`src/rtl/adc_emu_pkg.sv`:
```
package adc_emu_pkg;

  // Resolution captured at the start of a frame
  typedef enum logic {
    RES_WIDE   = 1'b0,
    RES_NARROW = 1'b1
  } res_e;

  // Synchronized pin edge pulses
  typedef struct packed {
    logic fall;
    logic rise;
  } pin_edge_t;

endpackage

```
`src/rtl/adc_pin_sync.sv`:
```
module adc_pin_sync #(
  parameter int   STAGES  = 2,
  parameter logic RST_VAL = 1'b1
) (
  input  logic                  clk,
  input  logic                  rst_n,
  input  logic                  pin_i,
  output logic                  level_o,
  output adc_emu_pkg::pin_edge_t edge_o
);

  logic [STAGES-1:0] sync_q;
  logic [STAGES-1:0] sync_d;
  logic              last_q;

  always_comb begin
    sync_d = {sync_q[STAGES-2:0], pin_i};
  end

  always_ff @(posedge clk or negedge rst_n) begin
    if (!rst_n) begin
      sync_q <= {STAGES{RST_VAL}};
      last_q <= RST_VAL;
    end else begin
      sync_q <= sync_d;
      last_q <= sync_q[STAGES-1];
    end
  end

  assign level_o     = sync_q[STAGES-1];
  assign edge_o.rise = sync_q[STAGES-1] & ~last_q;
  assign edge_o.fall = ~sync_q[STAGES-1] & last_q;

endmodule

```
`src/rtl/adc_frame_shift.sv`:
```
module adc_frame_shift #(
  parameter int FRAME_LEN = 16,
  parameter int SMP_W     = 10,
  parameter int NARROW_W  = 8,
  parameter int LEAD_Z    = 4
) (
  input  logic             clk,
  input  logic             rst_n,
  input  logic             load_i,
  input  logic             narrow_i,
  input  logic             zero_fill_i,
  input  logic [SMP_W-1:0] word_i,
  input  logic             shift_i,
  input  logic             release_i,
  output logic             sdo_o,
  output logic             oe_o
);

  localparam int TAIL_WIDE   = FRAME_LEN - LEAD_Z - SMP_W;
  localparam int TAIL_NARROW = FRAME_LEN - LEAD_Z - NARROW_W;

  logic [FRAME_LEN-1:0] shreg_q, shreg_d;
  logic [FRAME_LEN-1:0] word_wide, word_narrow;
  logic                 oe_q, oe_d;

  assign word_wide   = {{LEAD_Z{1'b0}}, word_i, {TAIL_WIDE{1'b0}}};
  assign word_narrow = {{LEAD_Z{1'b0}}, word_i[NARROW_W-1:0], {TAIL_NARROW{1'b0}}};

  always_comb begin
    shreg_d = shreg_q;
    oe_d    = oe_q;
    if (load_i) begin
      oe_d = 1'b1;
      if (zero_fill_i)   shreg_d = '0;
      else if (narrow_i) shreg_d = word_narrow;
      else               shreg_d = word_wide;
    end else begin
      if (shift_i)   shreg_d = {shreg_q[FRAME_LEN-2:0], 1'b0};
      if (release_i) oe_d    = 1'b0;
    end
  end

  always_ff @(posedge clk or negedge rst_n) begin
    if (!rst_n) begin
      shreg_q <= '0;
      oe_q    <= 1'b0;
    end else begin
      shreg_q <= shreg_d;
      oe_q    <= oe_d;
    end
  end

  assign oe_o  = oe_q;
  assign sdo_o = oe_q & shreg_q[FRAME_LEN-1];

endmodule

```
`src/rtl/adc_phase_ctrl.sv`:
```
module adc_phase_ctrl #(
  parameter int FRAME_LEN   = 16,
  parameter int SMP_W       = 10,
  parameter int NARROW_W    = 8,
  parameter int LEAD_Z      = 4,
  parameter int PD_LO       = 2,
  parameter int PD_HI       = 10,
  parameter int WAKE_EDGES  = 10,
  parameter int WAKE_CYCLES = 100,
  localparam int CNT_W      = $clog2(FRAME_LEN + 1),
  localparam int WAKE_W     = $clog2(WAKE_CYCLES + 1)
) (
  input  logic             clk,
  input  logic             rst_n,
  input  logic             cs_fall_i,
  input  logic             cs_rise_i,
  input  logic             sclk_fall_i,
  input  logic             sclk_rise_i,
  input  logic             narrow_i,
  output logic [CNT_W-1:0] cnt_o,
  output logic             narrow_o,
  output logic             zero_fill_o,
  output logic             shift_o,
  output logic             release_o,
  output logic             converting_o,
  output logic             acquiring_o,
  output logic             powered_down_o,
  output logic             data_valid_o
);

  import adc_emu_pkg::*;

  localparam logic [CNT_W-1:0] LAST_WIDE   = CNT_W'(LEAD_Z + SMP_W - 1);
  localparam logic [CNT_W-1:0] LAST_NARROW = CNT_W'(LEAD_Z + NARROW_W - 1);
  localparam logic [CNT_W-1:0] CNT_FULL    = CNT_W'(FRAME_LEN);
  localparam logic [CNT_W-1:0] CNT_EDGE16  = CNT_W'(FRAME_LEN - 1);

  logic [CNT_W-1:0]  cnt_q, cnt_d;
  logic [WAKE_W-1:0] wake_q, wake_d;
  res_e              res_q, res_d;
  logic              conv_q, conv_d;
  logic              acq_q, acq_d;
  logic              live_q, live_d;
  logic              pd_q, pd_d;
  logic              valid_q, valid_d;
  logic [CNT_W-1:0]  conv_last;
  logic              edge_ok;

  assign conv_last = (res_q == RES_NARROW) ? LAST_NARROW : LAST_WIDE;
  assign edge_ok   = sclk_fall_i && !cs_fall_i && !cs_rise_i && (cnt_q < CNT_FULL);

  always_comb begin
    cnt_d   = cnt_q;
    wake_d  = wake_q;
    res_d   = res_q;
    conv_d  = conv_q;
    acq_d   = acq_q;
    live_d  = live_q;
    pd_d    = pd_q;
    valid_d = valid_q;

    if (wake_q != '0) begin
      wake_d = wake_q - 1'b1;
      if (wake_q == WAKE_W'(1)) begin
        pd_d  = 1'b0;
        acq_d = 1'b1;
      end
    end

    if (cs_fall_i) begin
      cnt_d   = '0;
      res_d   = narrow_i ? RES_NARROW : RES_WIDE;
      live_d  = !pd_q;
      conv_d  = !pd_q;
      valid_d = !pd_q && acq_q;
      acq_d   = 1'b0;
    end else if (cs_rise_i) begin
      conv_d = 1'b0;
      if (live_q && !pd_q && cnt_q >= CNT_W'(PD_LO) && cnt_q < CNT_W'(PD_HI))
        pd_d = 1'b1;
    end else begin
      if (edge_ok) begin
        cnt_d = cnt_q + 1'b1;
        if (cnt_q == conv_last) conv_d = 1'b0;
        if (pd_q && wake_q == '0 && cnt_q == CNT_W'(WAKE_EDGES))
          wake_d = WAKE_W'(WAKE_CYCLES);
      end
      if (sclk_rise_i && live_q && cnt_q >= conv_last) acq_d = 1'b1;
    end
  end

  always_ff @(posedge clk or negedge rst_n) begin
    if (!rst_n) begin
      cnt_q   <= CNT_FULL;
      wake_q  <= '0;
      res_q   <= RES_WIDE;
      conv_q  <= 1'b0;
      acq_q   <= 1'b1;
      live_q  <= 1'b0;
      pd_q    <= 1'b0;
      valid_q <= 1'b0;
    end else begin
      cnt_q   <= cnt_d;
      wake_q  <= wake_d;
      res_q   <= res_d;
      conv_q  <= conv_d;
      acq_q   <= acq_d;
      live_q  <= live_d;
      pd_q    <= pd_d;
      valid_q <= valid_d;
    end
  end

  assign cnt_o          = cnt_q;
  assign narrow_o       = narrow_i;
  assign zero_fill_o    = pd_q || !acq_q;
  assign shift_o        = edge_ok;
  assign release_o      = cs_rise_i || (edge_ok && cnt_q == CNT_EDGE16);
  assign converting_o   = conv_q;
  assign acquiring_o    = acq_q;
  assign powered_down_o = pd_q;
  assign data_valid_o   = valid_q;

endmodule

```
`src/rtl/adc_frame_emu.sv`:
```
module adc_frame_emu #(
  parameter int SMP_W       = 10,
  parameter int NARROW_W    = 8,
  parameter int FRAME_LEN   = 16,
  parameter int LEAD_Z      = 4,
  parameter int SYNC_STAGES = 2,
  parameter int WAKE_CYCLES = 100
) (
  input  logic             clk,
  input  logic             rst_n,
  input  logic             cs_n,
  input  logic             sclk,
  input  logic [SMP_W-1:0] sample_in,
  input  logic             res_8bit,
  output logic             sdo,
  output logic             sdo_oe,
  output logic             converting,
  output logic             acquiring,
  output logic             powered_down,
  output logic             data_valid
);

  localparam int CNT_W = $clog2(FRAME_LEN + 1);

  adc_emu_pkg::pin_edge_t cs_edge, sclk_edge;
  logic             cs_lvl, sclk_lvl;
  logic             cs_fall, cs_rise, sclk_fall, sclk_rise;
  logic [CNT_W-1:0] edge_cnt;
  logic             narrow, zero_fill, shift, release_oe;

  adc_pin_sync #(.STAGES(SYNC_STAGES), .RST_VAL(1'b1)) u_cs_sync (
    .clk(clk), .rst_n(rst_n), .pin_i(cs_n), .level_o(cs_lvl), .edge_o(cs_edge)
  );

  adc_pin_sync #(.STAGES(SYNC_STAGES), .RST_VAL(1'b1)) u_sclk_sync (
    .clk(clk), .rst_n(rst_n), .pin_i(sclk), .level_o(sclk_lvl), .edge_o(sclk_edge)
  );

  assign cs_fall   = cs_edge.fall;
  assign cs_rise   = cs_edge.rise;
  assign sclk_fall = sclk_edge.fall & ~cs_lvl;
  assign sclk_rise = sclk_edge.rise & ~cs_lvl & sclk_lvl;

  adc_phase_ctrl #(
    .FRAME_LEN(FRAME_LEN), .SMP_W(SMP_W), .NARROW_W(NARROW_W), .LEAD_Z(LEAD_Z),
    .PD_LO(2), .PD_HI(10), .WAKE_EDGES(10), .WAKE_CYCLES(WAKE_CYCLES)
  ) u_ctrl (
    .clk(clk), .rst_n(rst_n),
    .cs_fall_i(cs_fall), .cs_rise_i(cs_rise),
    .sclk_fall_i(sclk_fall), .sclk_rise_i(sclk_rise),
    .narrow_i(res_8bit),
    .cnt_o(edge_cnt), .narrow_o(narrow), .zero_fill_o(zero_fill),
    .shift_o(shift), .release_o(release_oe),
    .converting_o(converting), .acquiring_o(acquiring),
    .powered_down_o(powered_down), .data_valid_o(data_valid)
  );

  adc_frame_shift #(
    .FRAME_LEN(FRAME_LEN), .SMP_W(SMP_W), .NARROW_W(NARROW_W), .LEAD_Z(LEAD_Z)
  ) u_shift (
    .clk(clk), .rst_n(rst_n),
    .load_i(cs_fall), .narrow_i(narrow), .zero_fill_i(zero_fill),
    .word_i(sample_in), .shift_i(shift), .release_i(release_oe),
    .sdo_o(sdo), .oe_o(sdo_oe)
  );

endmodule

```
`config.mk`:
```
export PLATFORM = sky130hd
export DESIGN_NAME = adc_frame_emu
export DESIGN_NICKNAME = d
export VERILOG_FILES = /design/src/rtl/adc_emu_pkg.sv /design/src/rtl/adc_pin_sync.sv /design/src/rtl/adc_frame_shift.sv /design/src/rtl/adc_phase_ctrl.sv /design/src/rtl/adc_frame_emu.sv
export SDC_FILE = /design/constraint.sdc
export NUM_CORES = 1
export LEC_CHECK = 0
export BUFFER_PORTS_ARGS = -buffer_cell sky130_fd_sc_hd__buf_2
export CAP_MARGIN = 5
export CORE_ASPECT_RATIO = 0.7
export CORE_UTILIZATION = 35
export CTS_CLUSTER_DIAMETER = 40
export DETAILED_ROUTE_END_ITERATION = 10
export SLEW_MARGIN = 5
export SYNTH_ARGS = -nofsm -noshare
export SYNTH_HDL_FRONTEND = slang
export SYNTH_SLANG_ARGS = --single-unit
```
`constraint.sdc`:
```
create_clock -name clk -period 3.1 [get_ports clk]
set_input_delay 0.155 -clock clk [delete_from_list [all_inputs] [get_ports clk]]
set_output_delay 0.155 -clock clk [all_outputs]
set_load 0.02 [all_outputs]
```
==> flow_summary.json, run 1 <==
{
  "postSynthAreaPerCell_sq_um": 10.47,
  "ys_seq_area_frac": 0.4855,
  "finalWorstSetupSlack_ns": 1.024,
  "yosys.cell_types.count": 48,
  "power.density_mw_per_mm2": 462.6,
  "cap_viol_max_count": 0,
  "rsz0062_at_grt": "no",
  "instances_no_fill": 288,
  "core_area_sq_mm": 0.005423,
  "synth.top_cell.area_share": 0.3820,
  "grt_pass1_vias": 1413,
  "synth_ff_type": "dfrtp_1",
  "finalCritPeriodShare": 0.6695,
  "required_ns": 3.33,
  "dieArea_sq_mm": 0.006116,
  "yosysMostFrequentCell": "dfrtp_1",
  "crit_start": "u_sclk_sync.last_q$_DFF_PN1_",
  "placedCellCount": 278,
  "yosysTopAreaCell": "dfrtp_1",
  "multi_input_area_sq_um": 949.7,
  "synth_mux_area_frac": 0.04498,
  "synth_seq_cells": 39,
  "track_usage": 0.1536,
  "grt_pass1_wl_mm": 7.058,
  "leakagePower_nw": 0.9891,
  "cp_top_family": "simple AND/OR/NAND/NOR gates",
  "dp_slack_ns": 1.053,
  "setup_viol": 0,
  "io_pins": 21,
  "synthTopCellsByArea": "dfrtp_1, dfstp_2, ha_1",
  "crit_path_start_kind": "flip-flop",
  "diodes": 0,
  "start_util": 0.3745,
  "finalPower_mw": 1.058,
  "reg2reg_depth": 4,
  "die_x_um": 93.04,
  "fillerInstances": 538,
  "cpMaxStageDelayCell": "or3b_1",
  "fin_skew_ns": 0.007151,
  "initialDrtViolationCount": 70,
  "fmax_mhz": 481.8,
  "fin_area_sq_mm": 0.002287,
  "viasPerCell": 5.271,
  "place_area_sq_mm": 0.002186,
  "placementRows": 22,
  "route.detailed.drc": 0,
  "synth_compound_gate_area_share": 0.1947,
  "yosys.area_share.simple": 0.1657,
  "synth.top_cells.by_count": "dfrtp_1, nor2_1, nand3_1, o21ai_0, inv_1",
  "clock_latency_ns": 0.29,
  "syn-cell-area_sq_mm": 0.002031,
  "clkSinkCount": 39,
  "tightest_slew_ns": 0.8426,
  "synthArstFlopShare": 1.000,
  "synth_top_family_by_area": "compound AO/OA/AOI/OAI gates",
  "cts.path.max_buffers": 2,
  "cp_num_cells": 4,
  "first_pass_iters": 4,
  "r2r_start": "u_sclk_sync.last_q$_DFF_PN1_",
  "vias": 1518,
  "cts-buffers-inserted": 5,
  "synth_fa_ha_area_frac": 0.04929,
  "cts_max_level": 2,
  "drive_gt1_frac": 0.1991,
  "fin_nets": 238,
  "detail-route-antenna-nets": 0,
  "met2_length_mm": 1.662,
  "clockRootBuffer": "clkbuf_8",
  "fin_setup_tns_ns": 0,
  "cts_tree": "done",
  "max_stage_delay_ns": 0.63,
  "die_y_um": 65.73,
  "path_clk_slew_ns": 0.07,
  "min_period_ns": 2.076,
  "gp_congestion": 0.7493,
  "antenna_found_initial": 0,
  "drv_slew": 0,
  "grt_max_degree": 40,
  "wl_mm": 4.183,
  "register_area_sq_um": 985.9,
  "grt-ovfl-total": 0,
  "fin_hold_ws_ns": -0.03633,
  "hold_violations": 31,
  "ys_warn_count": 0,
  "synth_xor_area_frac": 0.01294,
  "portBuffers": 20,
  "crit_chain": "or3b_1, o21ai_0, buf_4, o22a_1",
  "synth_nets": 217,
  "crit_arrival_ns": 2.31,
  "critPathCaptureType": "flip-flop",
  "syn_inst": 194,
  "max-slew-margin-rel": 0.4383,
  "wl_met1_mm": 2.284,
  "violations": "hold timing",
  "peakVddDrop_uv": 219.3,
  "outcome": "finished with violations",
  "critPathBufInv": 1,
  "area_delta_synth_final_pct": 12.63,
  "dp_hpwl_mm": 2.829,
  "post_drt_wl_per_cell_um": 14.52,
  "routed.top_layer": "met4",
  "dr_wl_met3_um": 179,
  "hp-class": "primary input to async pin",
  "synth_edf_count": 0,
  "worstPathMaxFanout": 19,
  "critPathKind": "flip-flop to flip-flop"
}
state kept, by name, indices dropped and copies added, names as in the netlist, 2 cells and up:
name / cells
u_ctrl.cnt_o: 5
u_shift.shreg_q: 14
u_ctrl.wake_q: 7
u_cs_sync.sync_q: 2
u_sclk_sync.sync_q: 2
per-layer routing:
metal  up-vias  global-route usage
met5         -                   0
met4         0             0.05192
met3         8             0.04282
met2        25              0.2105
met1       725              0.2289
li1        760                   -
kinds of logic after synthesis:
logic type                 count (synthesis)
DFF                                       39
xor gates and xnor gates                   3
muxes                                      9
and+or+nand+nor                           60
buffers and inverters                     21
AOI/OAI and AO/OA                         54
adders and majority gates                  8
layout make-up:
class,instances,area share
clock buffers,7,0.03337
clock inverters,1,0.002188
inverters,10,0.01641
multi-input cells,134,0.4152
flip-flops and latches,39,0.4311
well taps,72,0.03939
repair buffers,25,0.06236
worst paths after layout:
| path | to | slack (ns) |
|---|---|---|
| worst max-delay path | u_shift.shreg_q[5]$_DFFE_PN0P_ | 1.02 |
| max in group asynchronous | u_ctrl.live_q$_DFFE_PN0P_ | 2.61 |
| min in group clk | u_shift.shreg_q[2]$_DFFE_PN0P_ | 0.10 |
| worst max register to register | u_shift.shreg_q[5]$_DFFE_PN0P_ | 1.02 |
| worst min register to register | u_cs_sync.sync_q[1]$_DFF_PN1_ | 0.36 |
| worst min-delay path | u_ctrl.wake_q[3]$_DFF_PN0_ | -0.04 |
cells in the final DEF, fill, tap and decap left out, types with 3 or more instances in the layout:
cell / count
a21oi_1: 7
o21ai_0: 11
dfstp_2: 8
clkbuf_8: 5
ha_1: 8
o22a_1: 9
o31a_1: 9
nand2_1: 7
buf_2: 20
o211ai_1: 3
nand3_1: 11
nor2_1: 15
buf_4: 3
dfrtp_1: 31
mux2i_1: 8
nor4_1: 3
inv_1: 10
power by group:
group	leakage, nW	internal (mW)	switching, mW	total (mW)
logic	0.458	0.0635	0.0740	0.137
clock network	0.0422	0.158	0.174	0.332
registers	0.489	0.551	0.0373	0.589
what timing repair did:
action / in CTS / in global routing
hold buffers: 2 / 0
buffers inserted: 0 / 0
endpoints found under the setup margin: 0 / 0
hold endpoints to repair: 2 / 0
resized for setup: 0 / 0
per-stage QoR:
step / hold slack [ns] / util
floorplan: -0.1406 / -
global placement: 0.2613 / 0.4031
detailed placement: 0.2612 / 0.4031
CTS: 0.005550 / 0.4218
global route: 0.04815 / 0.4218
finish: -0.03633 / 0.4218
Power figures use the tool's default switching activity.
==> run 2, diff against run 1 <==
- clock period: 3.1 -> 1.89 ns (I/O delays scaled with it)
==> run 2 against run 1 <==
The run now ends clean. Routed wire length grew 4.8%. Sequential share of layout area shrank 2.0 points. Via count grew 6.1%. Highest routed layer unchanged. Worst hold slack gained 0.077 ns. Maximum frequency grew 18%.
==> flow_summary.json, run 2 (synthesis results as in run 1) <==
{
  "critPathCaptureType": "flip-flop",
  "portBuffers": 20,
  "grt-ovfl-total": 0,
  "required_ns": 2.10,
  "die_y_um": 65.73,
  "crit_path_start_kind": "flip-flop",
  "final_cell_mix": "dfrtp_1, buf_2, nor2_1, buf_4",
  "largest_register_ff_count": 14,
  "area_delta_synth_final_pct": 18.24,
  "fin_nets": 250,
  "path_clk_slew_ns": 0.08,
  "pwr-share-seq": 0.526,
  "fin_skew_ns": 0.006063,
  "clock_latency_ns": 0.30,
  "worst_hold_startpoint": "sample_in[0]",
  "post-cts-setup-buffer-count": 0,
  "antenna_found_initial": 0,
  "dp_slack_ns": 0.09548,
  "fillerInstances": 525,
  "gp_congestion": 0.7714,
  "tightest_slew_ns": 0.4198,
  "hp-class": "primary input to flip-flop",
  "switching_share": 0.2624,
  "peakVddDrop_uv": 462.0,
  "cap_viol_max_count": 0,
  "crit_start": "u_sclk_sync.last_q$_DFF_PN1_",
  "finalWorstSetupSlack_ns": 0.1361,
  "dp_hpwl_mm": 3.154,
  "detail-route-antenna-nets": 0,
  "die_x_um": 93.04,
  "crit_arrival_ns": 1.97,
  "fmax_mhz": 570.1,
  "min_period_ns": 1.754,
  "cts.path.max_buffers": 2,
  "clockRootBuffer": "clkbuf_8",
  "grt_pass1_vias": 1497,
  "cts-buffers-inserted": 5,
  "max-slew-margin-rel": 0.7201,
  "r2r_start": "u_sclk_sync.last_q$_DFF_PN1_",
  "outcome": "completed",
  "route.detailed.drc": 0,
  "vias": 1610,
  "setup_viol": 0,
  "clkSinkCount": 39,
  "comb_power_share": 0.134,
  "critPathKind": "flip-flop to flip-flop",
  "regMostFlops": "u_shift.shreg_q",
  "drv_slew": 0,
  "post_drt_wl_per_cell_um": 14.61,
  "worstPathMaxFanout": 6,
  "p_switching_mw": 0.4820,
  "hold_violations": 0,
  "placementRows": 22,
  "grt_pass1_wl_mm": 7.396,
  "wl_mm": 4.384,
  "dieArea_sq_mm": 0.006116,
  "p_int_mw": 1.355,
  "start_util": 0.3745,
  "core_area_sq_mm": 0.005423,
  "rsz0062_at_grt": "no",
  "track_usage": 0.1602,
  "power.density_mw_per_mm2": 764.9,
  "grt_max_degree": 19,
  "fin_setup_tns_ns": 0,
  "p_clk_frac": 0.340,
  "viasPerCell": 5.367,
  "cts_tree": "done",
  "drive_gt1_frac": 0.2456,
  "diodes": 0,
  "leakagePower_nw": 1.055,
  "first_pass_iters": 4,
  "cts_max_level": 2,
  "final_common_cell": "dfrtp_1",
  "initialDrtViolationCount": 120,
  "io_pins": 21,
  "finalCritPeriodShare": 0.9280
}
==> run 2: cell count changes in the layout (fill, tap and decap cells not counted) <==
cell	previous run	this run
buf_4	3	14
clkbuf_8	5	7
clkbuf_1	2	1
clkinv_2	1	0
dlygate4sd3_1	2	3
or3b_1	1	0
or3b_4	0	1
==> run 2: worst max-delay path, cell delays in order (launching register included) <==
cell      delay [ns]
dfstp_2         0.53
or3b_4          0.41
or4_4           0.51
a211oi_2        0.22
==> run 2: layout make-up <==
type                       count  area, sq um  area share
clock buffer                   8        100.1     0.04169
inverter                      10        37.54     0.01563
multi-input combinational    134        952.2      0.3966
sequential                    39        985.9      0.4106
tap                           72        90.09     0.03752
timing repair buffer          37        235.2     0.09797
==> run 2: stage by stage <==
step           utilization  hold WS (ns)  instances  instance area, sq um  total power [mW]
6_report            0.4428       0.04071        300                  2401             1.837
5_1_grt             0.4428       0.05277        300                  2401             1.921
3_5_place_dp        0.4183       0.05480        289                  2268             1.224
4_1_cts             0.4423       0.03177        300                  2399             1.858
2_1_floorplan            -       -0.2011        194                  2031             1.118
3_3_place_gp        0.4183       0.04858        289                  2268             1.220
==> run 2: path summary, 6_finish.rpt <==
kind	end	slack, ns	cells past startpoint
max in group asynchronous	u_sclk_sync.sync_q[0]$_DFF_PN1_	1.02	3
max reg2reg	u_ctrl.wake_q[6]$_DFF_PN0_	0.14	3
min reg2reg	u_cs_sync.sync_q[1]$_DFF_PN1_	0.36	0
min in group asynchronous	u_ctrl.wake_q[4]$_DFF_PN0_	0.27	2
max	u_ctrl.wake_q[6]$_DFF_PN0_	0.14	3
min	u_shift.shreg_q[2]$_DFFE_PN0P_	0.04	2
==> run 2: metal layers <==
metal / global-route usage / part of all wire
met1: 0.2351 / 0.54
met2: 0.2197 / 0.40
met3: 0.04167 / 0.041
met4: 0.06731 / 0.019
met5: 0 / 0
==> run 2: repair_timing <==
action | CTS | global route
hold buffers | 3 | 0
hold endpoints to repair | 17 | 0
gates resized for setup | 0 | 1
endpoints found under the setup margin | 0 | 1
==> run 2: power groups by stage <==
stage / clock, mW / combinational, mW / sequential [mW]
detailed placement: 0 / 0.244 / 0.980
CTS: 0.645 / 0.249 / 0.965
finish: 0.624 / 0.247 / 0.966
global route: 0.672 / 0.275 / 0.974
floorplan: 0 / 0.134 / 0.984
global placement: 0 / 0.241 / 0.979
